==> src/rtl/sbl_pkg.sv <==
package sbl_pkg;
  // True when a slot position inside a half-frame carries payload.
  function automatic logic in_payload(input int pos, input int last);
    return (pos >= 1) && (pos <= last);
  endfunction
endpackage

==> src/rtl/sbl_timing.sv <==
module sbl_timing #(
  parameter int SLOT_W = 32,
  parameter int BANDS  = 32,
  parameter int SIW    = $clog2(2 * SLOT_W),
  parameter int BW     = $clog2(BANDS)
) (
  input  logic           clk,
  input  logic           rst,
  input  logic           ce,
  output logic           sclk_o,
  output logic           rise_o,
  output logic           fall_o,
  output logic           frame_start_o,
  output logic [SIW-1:0] slot_o,
  output logic [SIW-1:0] slot_nxt_o,
  output logic [BW-1:0]  band_o,
  output logic           ws_o,
  output logic           fsync_o
);
  localparam logic [SIW-1:0] SLOT_LAST = SIW'(2 * SLOT_W - 1);
  localparam logic [BW-1:0]  BAND_LAST = BW'(BANDS - 1);

  logic           sclk_q, ws_q, fsync_q;
  logic [SIW-1:0] slot_q, slot_nxt;
  logic [BW-1:0]  band_q, band_nxt;

  always_comb begin
    slot_nxt = (slot_q == SLOT_LAST) ? '0 : slot_q + 1'b1;
    band_nxt = (band_q == BAND_LAST) ? '0 : band_q + 1'b1;
  end

  assign rise_o        = ce & ~sclk_q;
  assign fall_o        = ce & sclk_q;
  assign frame_start_o = fall_o && (slot_q == SLOT_LAST);

  // Counters are preset to their last values so the first frame is slot 0, band 0.
  always_ff @(posedge clk) begin
    if (rst) begin
      sclk_q  <= 1'b0;
      slot_q  <= SLOT_LAST;
      band_q  <= BAND_LAST;
      ws_q    <= 1'b0;
      fsync_q <= 1'b0;
    end else begin
      if (ce) sclk_q <= ~sclk_q;
      if (fall_o) begin
        slot_q <= slot_nxt;
        ws_q   <= slot_nxt[SIW-1];
        if (slot_q == SLOT_LAST) begin
          band_q  <= band_nxt;
          fsync_q <= (band_nxt == '0);
        end
      end
    end
  end

  assign sclk_o     = sclk_q;
  assign slot_o     = slot_q;
  assign slot_nxt_o = slot_nxt;
  assign band_o     = band_q;
  assign ws_o       = ws_q;
  assign fsync_o    = fsync_q;
endmodule

==> src/rtl/sbl_tx.sv <==
module sbl_tx #(
  parameter int SAMPLE_W = 24,
  parameter int SLOT_W   = 32,
  parameter int SIW      = $clog2(2 * SLOT_W)
) (
  input  logic                clk,
  input  logic                rst,
  input  logic                fall_i,
  input  logic                frame_start_i,
  input  logic [SIW-1:0]      slot_nxt_i,
  input  logic                tx_valid_i,
  output logic                tx_ready_o,
  input  logic [SAMPLE_W-1:0] tx_left_i,
  input  logic [SAMPLE_W-1:0] tx_right_i,
  output logic                sdo_o,
  output logic                underrun_o
);
  import sbl_pkg::*;
  localparam int POS_W = SIW - 1;
  localparam int IDX_W = $clog2(SAMPLE_W);
  localparam logic [POS_W-1:0] LAST_POS = POS_W'(SAMPLE_W);

  logic                pend_full, underrun_q, sdo_q, accept;
  logic [SAMPLE_W-1:0] pend_l, pend_r, cur_l, cur_r, word;
  logic [POS_W-1:0]    pos_n;
  logic                ch_n, bit_n;
  logic [IDX_W-1:0]    idx_n;

  assign tx_ready_o = ~pend_full;
  assign accept     = tx_valid_i & ~pend_full;
  assign pos_n      = slot_nxt_i[POS_W-1:0];
  assign ch_n       = slot_nxt_i[POS_W];

  always_comb begin
    word  = ch_n ? cur_r : cur_l;
    idx_n = IDX_W'(LAST_POS - pos_n);
    bit_n = in_payload(int'(pos_n), SAMPLE_W) ? word[idx_n] : 1'b0;
  end

  always_ff @(posedge clk) begin
    if (rst) begin
      pend_full  <= 1'b0;
      underrun_q <= 1'b0;
      sdo_q      <= 1'b0;
      pend_l     <= '0;
      pend_r     <= '0;
      cur_l      <= '0;
      cur_r      <= '0;
    end else begin
      if (frame_start_i) begin
        if (pend_full) begin
          cur_l     <= pend_l;
          cur_r     <= pend_r;
          pend_full <= 1'b0;
        end else begin
          underrun_q <= 1'b1;
        end
      end
      if (accept) begin
        pend_l    <= tx_left_i;
        pend_r    <= tx_right_i;
        pend_full <= 1'b1;
      end
      if (fall_i) sdo_q <= bit_n;
    end
  end

  assign sdo_o      = sdo_q;
  assign underrun_o = underrun_q;
endmodule

==> src/rtl/sbl_rx.sv <==
module sbl_rx #(
  parameter int SAMPLE_W = 24,
  parameter int SLOT_W   = 32,
  parameter int BANDS    = 32,
  parameter int SIW      = $clog2(2 * SLOT_W),
  parameter int BW       = $clog2(BANDS)
) (
  input  logic                clk,
  input  logic                rst,
  input  logic                rise_i,
  input  logic [SIW-1:0]      slot_i,
  input  logic [BW-1:0]       band_i,
  input  logic                sdi_i,
  output logic                rx_valid_o,
  input  logic                rx_ready_i,
  output logic [SAMPLE_W-1:0] rx_left_o,
  output logic [SAMPLE_W-1:0] rx_right_o,
  output logic [BW-1:0]       rx_band_o
);
  import sbl_pkg::*;
  localparam int POS_W = SIW - 1;
  localparam logic [POS_W-1:0] LAST_POS = POS_W'(SAMPLE_W);

  logic [SAMPLE_W-1:0] sh, sh_nxt, hold_l, out_l, out_r;
  logic [BW-1:0]       out_band;
  logic                valid_q, take;
  logic [POS_W-1:0]    pos;
  logic                ch;

  assign pos    = slot_i[POS_W-1:0];
  assign ch     = slot_i[POS_W];
  assign sh_nxt = {sh[SAMPLE_W-2:0], sdi_i};
  assign take   = rise_i && in_payload(int'(pos), SAMPLE_W);

  always_ff @(posedge clk) begin
    if (rst) begin
      sh       <= '0;
      hold_l   <= '0;
      out_l    <= '0;
      out_r    <= '0;
      out_band <= '0;
      valid_q  <= 1'b0;
    end else begin
      if (take) sh <= sh_nxt;
      if (take && pos == LAST_POS && !ch) hold_l <= sh_nxt;
      if (take && pos == LAST_POS && ch) begin
        out_l    <= hold_l;
        out_r    <= sh_nxt;
        out_band <= band_i;
        valid_q  <= 1'b1;
      end else if (valid_q && rx_ready_i) begin
        valid_q <= 1'b0;
      end
    end
  end

  assign rx_valid_o = valid_q;
  assign rx_left_o  = out_l;
  assign rx_right_o = out_r;
  assign rx_band_o  = out_band;
endmodule

==> src/rtl/subband_link.sv <==
module subband_link #(
  parameter int SAMPLE_W = 24,
  parameter int SLOT_W   = 32,
  parameter int BANDS    = 32,
  parameter int BW       = $clog2(BANDS)
) (
  input  logic                clk,
  input  logic                rst,
  input  logic                ce,
  input  logic                tx_valid,
  output logic                tx_ready,
  input  logic [SAMPLE_W-1:0] tx_left,
  input  logic [SAMPLE_W-1:0] tx_right,
  output logic                rx_valid,
  input  logic                rx_ready,
  output logic [SAMPLE_W-1:0] rx_left,
  output logic [SAMPLE_W-1:0] rx_right,
  output logic [BW-1:0]       rx_band,
  output logic                underrun,
  output logic                sclk,
  output logic                ws,
  output logic                sdo,
  input  logic                sdi,
  output logic                fsync
);
  localparam int SIW = $clog2(2 * SLOT_W);

  logic           rise, fall, frame_start;
  logic [SIW-1:0] slot, slot_nxt;
  logic [BW-1:0]  band;

  sbl_timing #(.SLOT_W(SLOT_W), .BANDS(BANDS), .SIW(SIW), .BW(BW)) u_timing (
    .clk(clk), .rst(rst), .ce(ce),
    .sclk_o(sclk), .rise_o(rise), .fall_o(fall), .frame_start_o(frame_start),
    .slot_o(slot), .slot_nxt_o(slot_nxt), .band_o(band),
    .ws_o(ws), .fsync_o(fsync)
  );

  sbl_tx #(.SAMPLE_W(SAMPLE_W), .SLOT_W(SLOT_W), .SIW(SIW)) u_tx (
    .clk(clk), .rst(rst), .fall_i(fall), .frame_start_i(frame_start),
    .slot_nxt_i(slot_nxt), .tx_valid_i(tx_valid), .tx_ready_o(tx_ready),
    .tx_left_i(tx_left), .tx_right_i(tx_right),
    .sdo_o(sdo), .underrun_o(underrun)
  );

  sbl_rx #(.SAMPLE_W(SAMPLE_W), .SLOT_W(SLOT_W), .BANDS(BANDS), .SIW(SIW), .BW(BW)) u_rx (
    .clk(clk), .rst(rst), .rise_i(rise), .slot_i(slot), .band_i(band),
    .sdi_i(sdi), .rx_valid_o(rx_valid), .rx_ready_i(rx_ready),
    .rx_left_o(rx_left), .rx_right_o(rx_right), .rx_band_o(rx_band)
  );
endmodule

==> config.mk <==
export PLATFORM = sky130hd
export DESIGN_NAME = subband_link
export DESIGN_NICKNAME = d
export VERILOG_FILES = /design/src/rtl/sbl_pkg.sv /design/src/rtl/sbl_timing.sv /design/src/rtl/sbl_tx.sv /design/src/rtl/sbl_rx.sv /design/src/rtl/subband_link.sv
export SDC_FILE = /design/constraint.sdc
export NUM_CORES = 1
export LEC_CHECK = 0
export BUFFER_PORTS_ARGS = -buffer_cell sky130_fd_sc_hd__clkbuf_2
export CAP_MARGIN = 10
export CORE_ASPECT_RATIO = 0.6
export CORE_MARGIN = 3
export CORE_UTILIZATION = 50
export CTS_BUF_LIST = sky130_fd_sc_hd__clkbuf_8
export DETAILED_ROUTE_END_ITERATION = 10
export PLACE_DENSITY = 0.71
export SYNTH_ARGS = -nofsm -noshare
export SYNTH_HDL_FRONTEND = slang
export SYNTH_SLANG_ARGS = --single-unit
==> constraint.sdc <==
create_clock -name clk -period 5.05 [get_ports clk]
set_input_delay 1.01 -clock clk [delete_from_list [all_inputs] [get_ports clk]]
set_output_delay 1.01 -clock clk [all_outputs]
set_load 0.02 [all_outputs]
==> key figures, run 1 <==
Status
  • Status: finished, final reports clean

Detailed routing
  • Post-route ant nets: 0
  • Avg WL per Cell: 14.25 um
  • DRC: 0
  • Vias: a little under 7000
  • Vias per Instance: between 5 and 6
  • Drt pass-1 iters: 5
  • Routed WL: approximately 19000 um
  • Initial DRC Count: 600

Clock tree
  • Cts hold-fix bufs: 0
  • H-Tree Depth: 1
  • Number of post-CTS setup repair buffers: 0
  • Num CTS Buffers: 30
  • Worst skew pair latency: approximately 0.54 ns
  • CTS Sinks: 214
  • TritonCTS clock tree: built
  • Root buf cell: clkbuf_8
  • # resized after CTS: 0
  • Reg clk slew, reported paths: ~0.070 ns
  • CTS max path bufs: 3

Worst setup path
  • Arr. time, crit path: roughly 3.7 ns
  • Crit path kind: reg2reg
  • Critical Path RT: around 5.5 ns
  • CP startpoint kind: flip-flop
  • Reg2Reg Depth: 10
  • Endpoint class of the critical path: flip-flop
  • R2R Path Start: u_timing.slot_o[0]
  • RR Endpoint: u_tx.sdo_o
  • Worst setup path startpoint: u_timing.slot_o[0]
  • Flop-to-flop setup slack: approximately 1.8 ns
  • Max FO, Critical Path: 20

Cells and area
  • Final #Nets: around 1200
  • Syn-to-layout area delta: 14.12%
  • Util after Layout: between 50% and 60%
  • Commonest cells after routing, fill and taps aside: nand2_1 (361), dfxtp_1 (214), a21oi_1 (184)
  • ANT cells: 0
  • Layout cells sized above 1: 15.23%
  • Sequential cell area: 0.004284 mm2
  • # fillers: 1524
  • Multi-input gate area: between 0.003 and 0.004 mm2
  • Commonest non-fill, non-tap cell in the layout: nand2_1

Hold path
  • Hold path startpoint: u_tx.pend_r[1]
  • WHS Path Cells: 2
  • Worst hold path type: reg2reg
  • Worst hold endpoint: u_tx.cur_r[1]

GRT
  • Total track usage: about a fifth
  • Vias in the first global route: around 6200
  • Initial antenna violation count: 0
  • Gr ovfl total: 0
  • Maximum number of pins on one net before global-route repair: 143
  • First-pass GRT wire length: about 31000 um

Synth
  • Cells after synthesis: roughly 1000
  • Most used DFF post-synth: dfxtp_1
  • Post-synth top area share: 51.83%
  • Complex-gate fraction of the synthesized area: ~14%
  • Xor and xnor area share after synthesis: less than 1%
  • Syn nets: roughly 1100
  • EDFF count, synth: 0
  • Yosys top cell by area: dfxtp_1
  • Post-synthesis mux area share: 6.540%
  • Register bit total from synthesis: approximately 210
  • Syn Area/Cell: approximately 8 um2
  • Simple-Gate Fraction of Synth Area: ~22%
  • FFs w/ async S/R, synth: 0%
  • Seq/Total Area, Yosys: 51.83%
  • Synth Area in Adders: 0.9083%
  • Netlist cell types: 42
  • Largest family of logic cells by synthesized area: simple AND/OR/NAND/NOR gates
  • Area contributors post-synth: dfxtp_1 (52%), nand2_1 (16%), a21oi_1 (11%)
  • Yosys warns: 0
  • Mapped Area: 0.008265 mm2

Flow run
  • Max_cap viols: 0

Floorplanning
  • Die width: roughly 170 um
  • Total die area: between 0.015 and 0.02 mm2
  • Ports: 114
  • Core ar.: between 0.015 and 0.02 mm2
  • Rows: 35
  • Starting Density: between 50 and 60%
  • Die H: 105.6 um

STA
  • Endpoints failing hold: 0
  • Final min period: ~3.2 ns
  • Unrepaired setup endpoints after global routing: no
  • Worst Skew: 0.01166 ns
  • Setup TNS: 0 ns
  • Final period utilization: between 60% and 70%
  • Worst hold slack: ~0.45 ns
  • Fmax: 310.5 MHz
  • Slew @ Worst Pin: ~1.0 ns
  • Fin. max-slew vios: 0
  • Relative slew slack: a little under a third
  • Setup violators final: 0

Power and ir drop
  • Leak Pwr: ~3.7 nW
  • Max VDD drop: about 170 uV
  • Cell Pwr Density: between 300 and 400 mW/mm2

Place
  • Dpl hpwl: about 12000 um
  • Routability cong.: roughly 0.84
  • Number of port buffers: 113
-- worst max-delay path, cell delays in order, from the launching register on --
cell      delay (ns)
dfxtp_1         0.56
ha_1            0.44
a21oi_1         0.10
o21ai_1         0.22
o31ai_4         0.15
buf_4           0.26
mux2_2          0.26
nor3_1          0.04
or4_1           0.53
o41a_1          0.41
o221ai_1        0.16
-- metal layers --
layer / vias up / global-route usage (%) / share of wire (%)
met1: 3182 / 33.36 / 54
met4: 0 / 3.759 / 1.3
li1: 3544 / - / -
met5: - / 0 / 0
met3: 27 / 4.573 / 6.1
met2: 177 / 27.03 / 38
-- logic make-up after synthesis --
| family | count (synthesis) |
|---|---|
| AOI/OAI and AO/OA | 214 |
| muxes | 51 |
| adders and majority gates | 6 |
| and+or+nand+nor | 449 |
| buffers and inverters | 81 |
| DFF | 214 |
| xor gates and xnor gates | 9 |
-- cells in the mapped netlist (3+ instances only) --
cell type	number
xnor2_1	5
buf_1	4
buf_2	4
nand2b_1	6
or4_1	3
a211o_1	9
dfxtp_1	214
nand3_1	5
a31oi_1	3
and2_1	3
nor4_1	5
nand2_1	362
clkbuf_1	60
ha_1	6
xor2_1	4
o21ai_0	6
nor3_1	17
mux2i_1	45
inv_1	7
nor2_1	38
buf_4	6
a21oi_1	184
-- sequential cells by signal, indices dropped and copies added (netlist names), 5 cells and up --
signal	flops
u_timing.band_o	5
u_tx.pend_l	24
u_rx.rx_left_o	24
u_rx.hold_l	24
u_rx.sh	23
u_rx.rx_right_o	24
u_rx.rx_band_o	5
u_tx.pend_r	24
u_timing.slot_o	6
u_tx.cur_r	24
u_tx.cur_l	24
-- power by group --
part | internal [mW] | total (mW) | switching [mW]
Combinational | 0.105 | 0.270 | 0.165
Sequential | 1.72 | 1.75 | 0.0301
Clock | 0.639 | 1.25 | 0.613
Total | 2.46 | 3.27 | 0.808
-- stage by stage --
step	total power, mW	cells	instance area (um2)	setup WS [ns]
3_3_place_gp	2.055	1273	8872	1.968
6_report	3.273	1326	9433	1.830
4_1_cts	3.303	1326	9433	1.829
3_5_place_dp	2.058	1273	8872	1.835
5_1_grt	3.413	1326	9433	1.549
2_1_floorplan	1.990	1024	8265	2.466
-- worst max-delay path by stage --
stage,to
final,u_tx.sdo_o
after global routing,u_tx.sdo_o
after CTS,u_tx.sdo_o
after detailed placement,u_tx.sdo_o
after global placement,u_tx.sdo_o
after floorplan,u_tx.sdo_o
-- final cells by class --
class	count	share of cell area (%)
Clock buffer	36	5.253
Sequential cell	214	45.42
Clock inverter	17	0.6897
Tap cell	203	2.693
Timing Repair Buffer	120	6.619
Multi-Input combinational cell	729	39.05
Inverter	7	0.2786
No activity file was read; power rests on OpenSTA's default activity.
==> run 2, diff against run 1 <==
ABC_AREA = 1   (was unset)
clock period = 3.3 ns   (was 5.05 ns; I/O delays follow)
==> run 2 against run 1 <==
Compared with the run above:
- count of clock-buffer cells in the layout stayed put
- register-to-register slack worse by 1.2 ns
- non-clock buffer count is 9 higher
- critical path depth is 2 higher
- power is 61% higher
- largest cell class unchanged
- highest routed layer unchanged
==> key figures, run 2 <==
STA
  • Setup TNS: 0 ns
  • Setup violators final: 0
  • Final min period: 2.671 ns
  • Slew @ Worst Pin: 0.8236 ns
  • Endpoints failing hold: 0
  • Fin. max-slew vios: 0
  • Fmax: about 370 MHz
  • Unrepaired setup endpoints after global routing: no
  • Relative slew slack: between 40% and 50%
  • Worst Skew: between 0.01 and 0.015 ns
  • PnR worst setup slack: between 0.6 and 0.7 ns
  • Final period utilization: between 80% and 90%

Worst setup path
  • RR Endpoint: u_rx.hold_l[15]
  • R2R Path Start: u_timing.slot_o[0]
  • Endpoint class of the critical path: flip-flop
  • Crit path kind: reg2reg
  • Max FO, Critical Path: 26
  • Flop-to-flop setup slack: 0.63 ns
  • Arr. time, crit path: about 3.1 ns
  • Critical Path RT: roughly 3.8 ns
  • CP startpoint kind: flip-flop
  • Reg2Reg Depth: 12

Synth
  • Most used DFF post-synth: dfxtp_1
  • EDFF count, synth: 0
  • Commonest cells in the netlist: nor2_1 (216), dfxtp_1 (214), a21oi_1 (151)
  • FFs w/ async S/R, synth: 0%
  • Mapped Area: between 0.008 and 0.009 mm2
  • Post-synth top area share: approximately half
  • Syn nets: 1170
  • Area contributors post-synth: dfxtp_1 (51%), nor2_1 (9.6%), a21oi_1 (9.0%)
  • Netlist cell types: 34
  • Register bit total from synthesis: approximately 210
  • Cells after synthesis: ~1100
  • Yosys warns: 0
  • Syn Area/Cell: 7.587 um2
  • Seq/Total Area, Yosys: approximately half
  • Yosys top cell by area: dfxtp_1
  • Top-count cell post-synth: nor2_1

GRT
  • Vias in the first global route: ~6700
  • GRT Max-Usage Layer: met1
  • Met1 Resource Use GR: between 30% and 40%
  • Maximum number of pins on one net before global-route repair: 71
  • Total track usage: roughly 22%
  • First-pass GRT wire length: roughly 34000 um
  • Gr ovfl total: 0
  • Met3 Track Usage GR: 4.318%
  • Met2 GRT Util: between 20 and 30%
  • Initial antenna violation count: 0

Clock tree
  • TritonCTS clock tree: built
  • H-Tree Depth: 1
  • Reg clk slew, reported paths: roughly 0.070 ns
  • Number of post-CTS setup repair buffers: 0
  • Cts hold-fix bufs: 0
  • Num CTS Buffers: 29
  • CTS max path bufs: 3
  • Worst skew pair latency: between 0.5 and 0.6 ns
  • CTS Sinks: ~210
  • Root buf cell: clkbuf_8
  • # resized after CTS: 0

Detailed routing
  • Vias per Instance: 5.109
  • Vias: 7377
  • Initial DRC Count: a little over 600
  • Routed WL: 20620 um
  • Avg WL per Cell: about 14 um
  • DRC: 0
  • Drt pass-1 iters: 5
  • Post-route ant nets: 0

Floorplanning
  • Core ar.: 0.01635 mm2
  • Starting Density: between 50% and 60%
  • Ports: ~110
  • Die width: approximately 170 um
  • Total die area: ~0.018 mm2
  • Rows: 36
  • Die H: around 110 um

Power and ir drop
  • Leak Pwr: between 3 and 4 nW
  • Overall Power: 5.260 mW
  • Cell Pwr Density: around 550 mW/mm2
  • Sw Ratio: about 27%
  • Logic gate share of total power: between 10% and 20%
  • Max VDD drop: between 300 and 400 uV
  • Cell Int Power: around 3.8 mW
  • Flop pwr share: a little over half
  • Net Sw Power: around 1.4 mW
  • Clk pwr share: 36.5%

Cells and area
  • ANT cells: 0
  • Layout cells sized above 1: between 10% and 20%
  • Commonest cells after routing, fill and taps aside: nor2_1 (216), dfxtp_1 (214), a21oi_1 (151)
  • # fillers: ~1600
  • Syn-to-layout area delta: 13.94%
  • Multi-input gate area: 0.003416 mm2
  • Fin area: 0.009595 mm2
  • Sequential cell area: around 0.0043 mm2
  • Final #Nets: ~1300
  • Util after Layout: about 59%
  • Commonest non-fill, non-tap cell in the layout: nor2_1

Hold path
  • WHS Path Cells: 3
  • Hold path startpoint: tx_right[6]
  • Worst hold path type: in2reg
  • Worst hold endpoint: u_tx.pend_r[6]

Place
  • Routability cong.: a little over 0.9
  • DP Worst Slack: 0.6779 ns
  • Number of port buffers: 113
  • Placed cell area: between 0.009 and 0.01 mm2
  • Dpl hpwl: 14380 um

Status
  • Status: finished, final reports clean

Flow run
  • Max_cap viols: 0
-- run 2: cell count changes in the layout (fill, tap and decap cells not counted), sizes merged, moves of 11 or more --
cell / change
o21ai: +107
o211ai: +11
nand3: +74
nor2: +179
inv: +86
nand2: -243
nor3: -16
a21oi: -31
mux2i: -45
-- run 2: through the flow --
stage | hold WS (ns) | std cells
2_1_floorplan | 0.4298 | 1110
3_3_place_gp | 0.4356 | 1393
3_5_place_dp | 0.4386 | 1393
4_1_cts | 0.3336 | 1444
5_1_grt | 0.3534 | 1444
6_report | 0.3585 | 1444
-- run 2: how the worst max path moves through the flow --
stage,startpoint,end,slack [ns]
floorplan,u_timing.slot_o[0],u_rx.hold_l[10],1.13
global placement,u_timing.slot_o[0],u_rx.hold_l[23],0.77
CTS,u_timing.slot_o[0],u_rx.hold_l[17],0.66
finish,u_timing.slot_o[0],u_rx.hold_l[15],0.63
detailed placement,u_timing.slot_o[0],u_rx.hold_l[21],0.68
global route,u_timing.slot_o[0],u_rx.hold_l[18],0.37
-- run 2: cell type report --
class	instances	share of cell area [%]
Timing Repair Buffer	129	7.146
Clock inverter	15	0.6781
Sequential cell	214	44.65
Clock buffer	36	5.164
Tap cell	228	2.973
Inverter	97	3.794
Multi-Input combinational cell	725	35.60
-- run 2: cells by family after synthesis --
family	count (synthesis)	synth area share (%)
flops	214	50.87
compound gates	294	18.47
fa+ha+maj	6	0.8914
xor+xnor	4	0.4159
buf+inv	171	8.572
simple gates	421	20.78
-- run 2: power groups by stage --
| stage | Combinational (mW) | Clock, mW | Sequential (mW) |
|---|---|---|---|
| finish | 0.605 | 1.92 | 2.73 |
| global route | 0.689 | 2.08 | 2.74 |
| detailed placement | 0.596 | 0 | 2.79 |
| floorplan | 0.479 | 0 | 2.77 |
| CTS | 0.599 | 1.96 | 2.73 |
| global placement | 0.586 | 0 | 2.79 |
-- run 2: per-layer routing --
metal | vias up | share of wire, %
li1 | 3783 | -
met1 | 3359 | 56
met2 | 218 | 37
met3 | 17 | 6.4
met4 | 0 | 0.79
met5 | - | 0
-- run 2: critical path: stages (launching register included) --
cell	delay, ns
dfxtp_1	0.39
inv_1	0.34
ha_1	0.21
inv_1	0.08
nor3_4	0.25
or2_1	0.15
nand3_2	0.09
inv_2	0.10
nand3_2	0.33
buf_4	0.37
nor2_1	0.15
a21oi_1	0.05
nor2_1	0.09
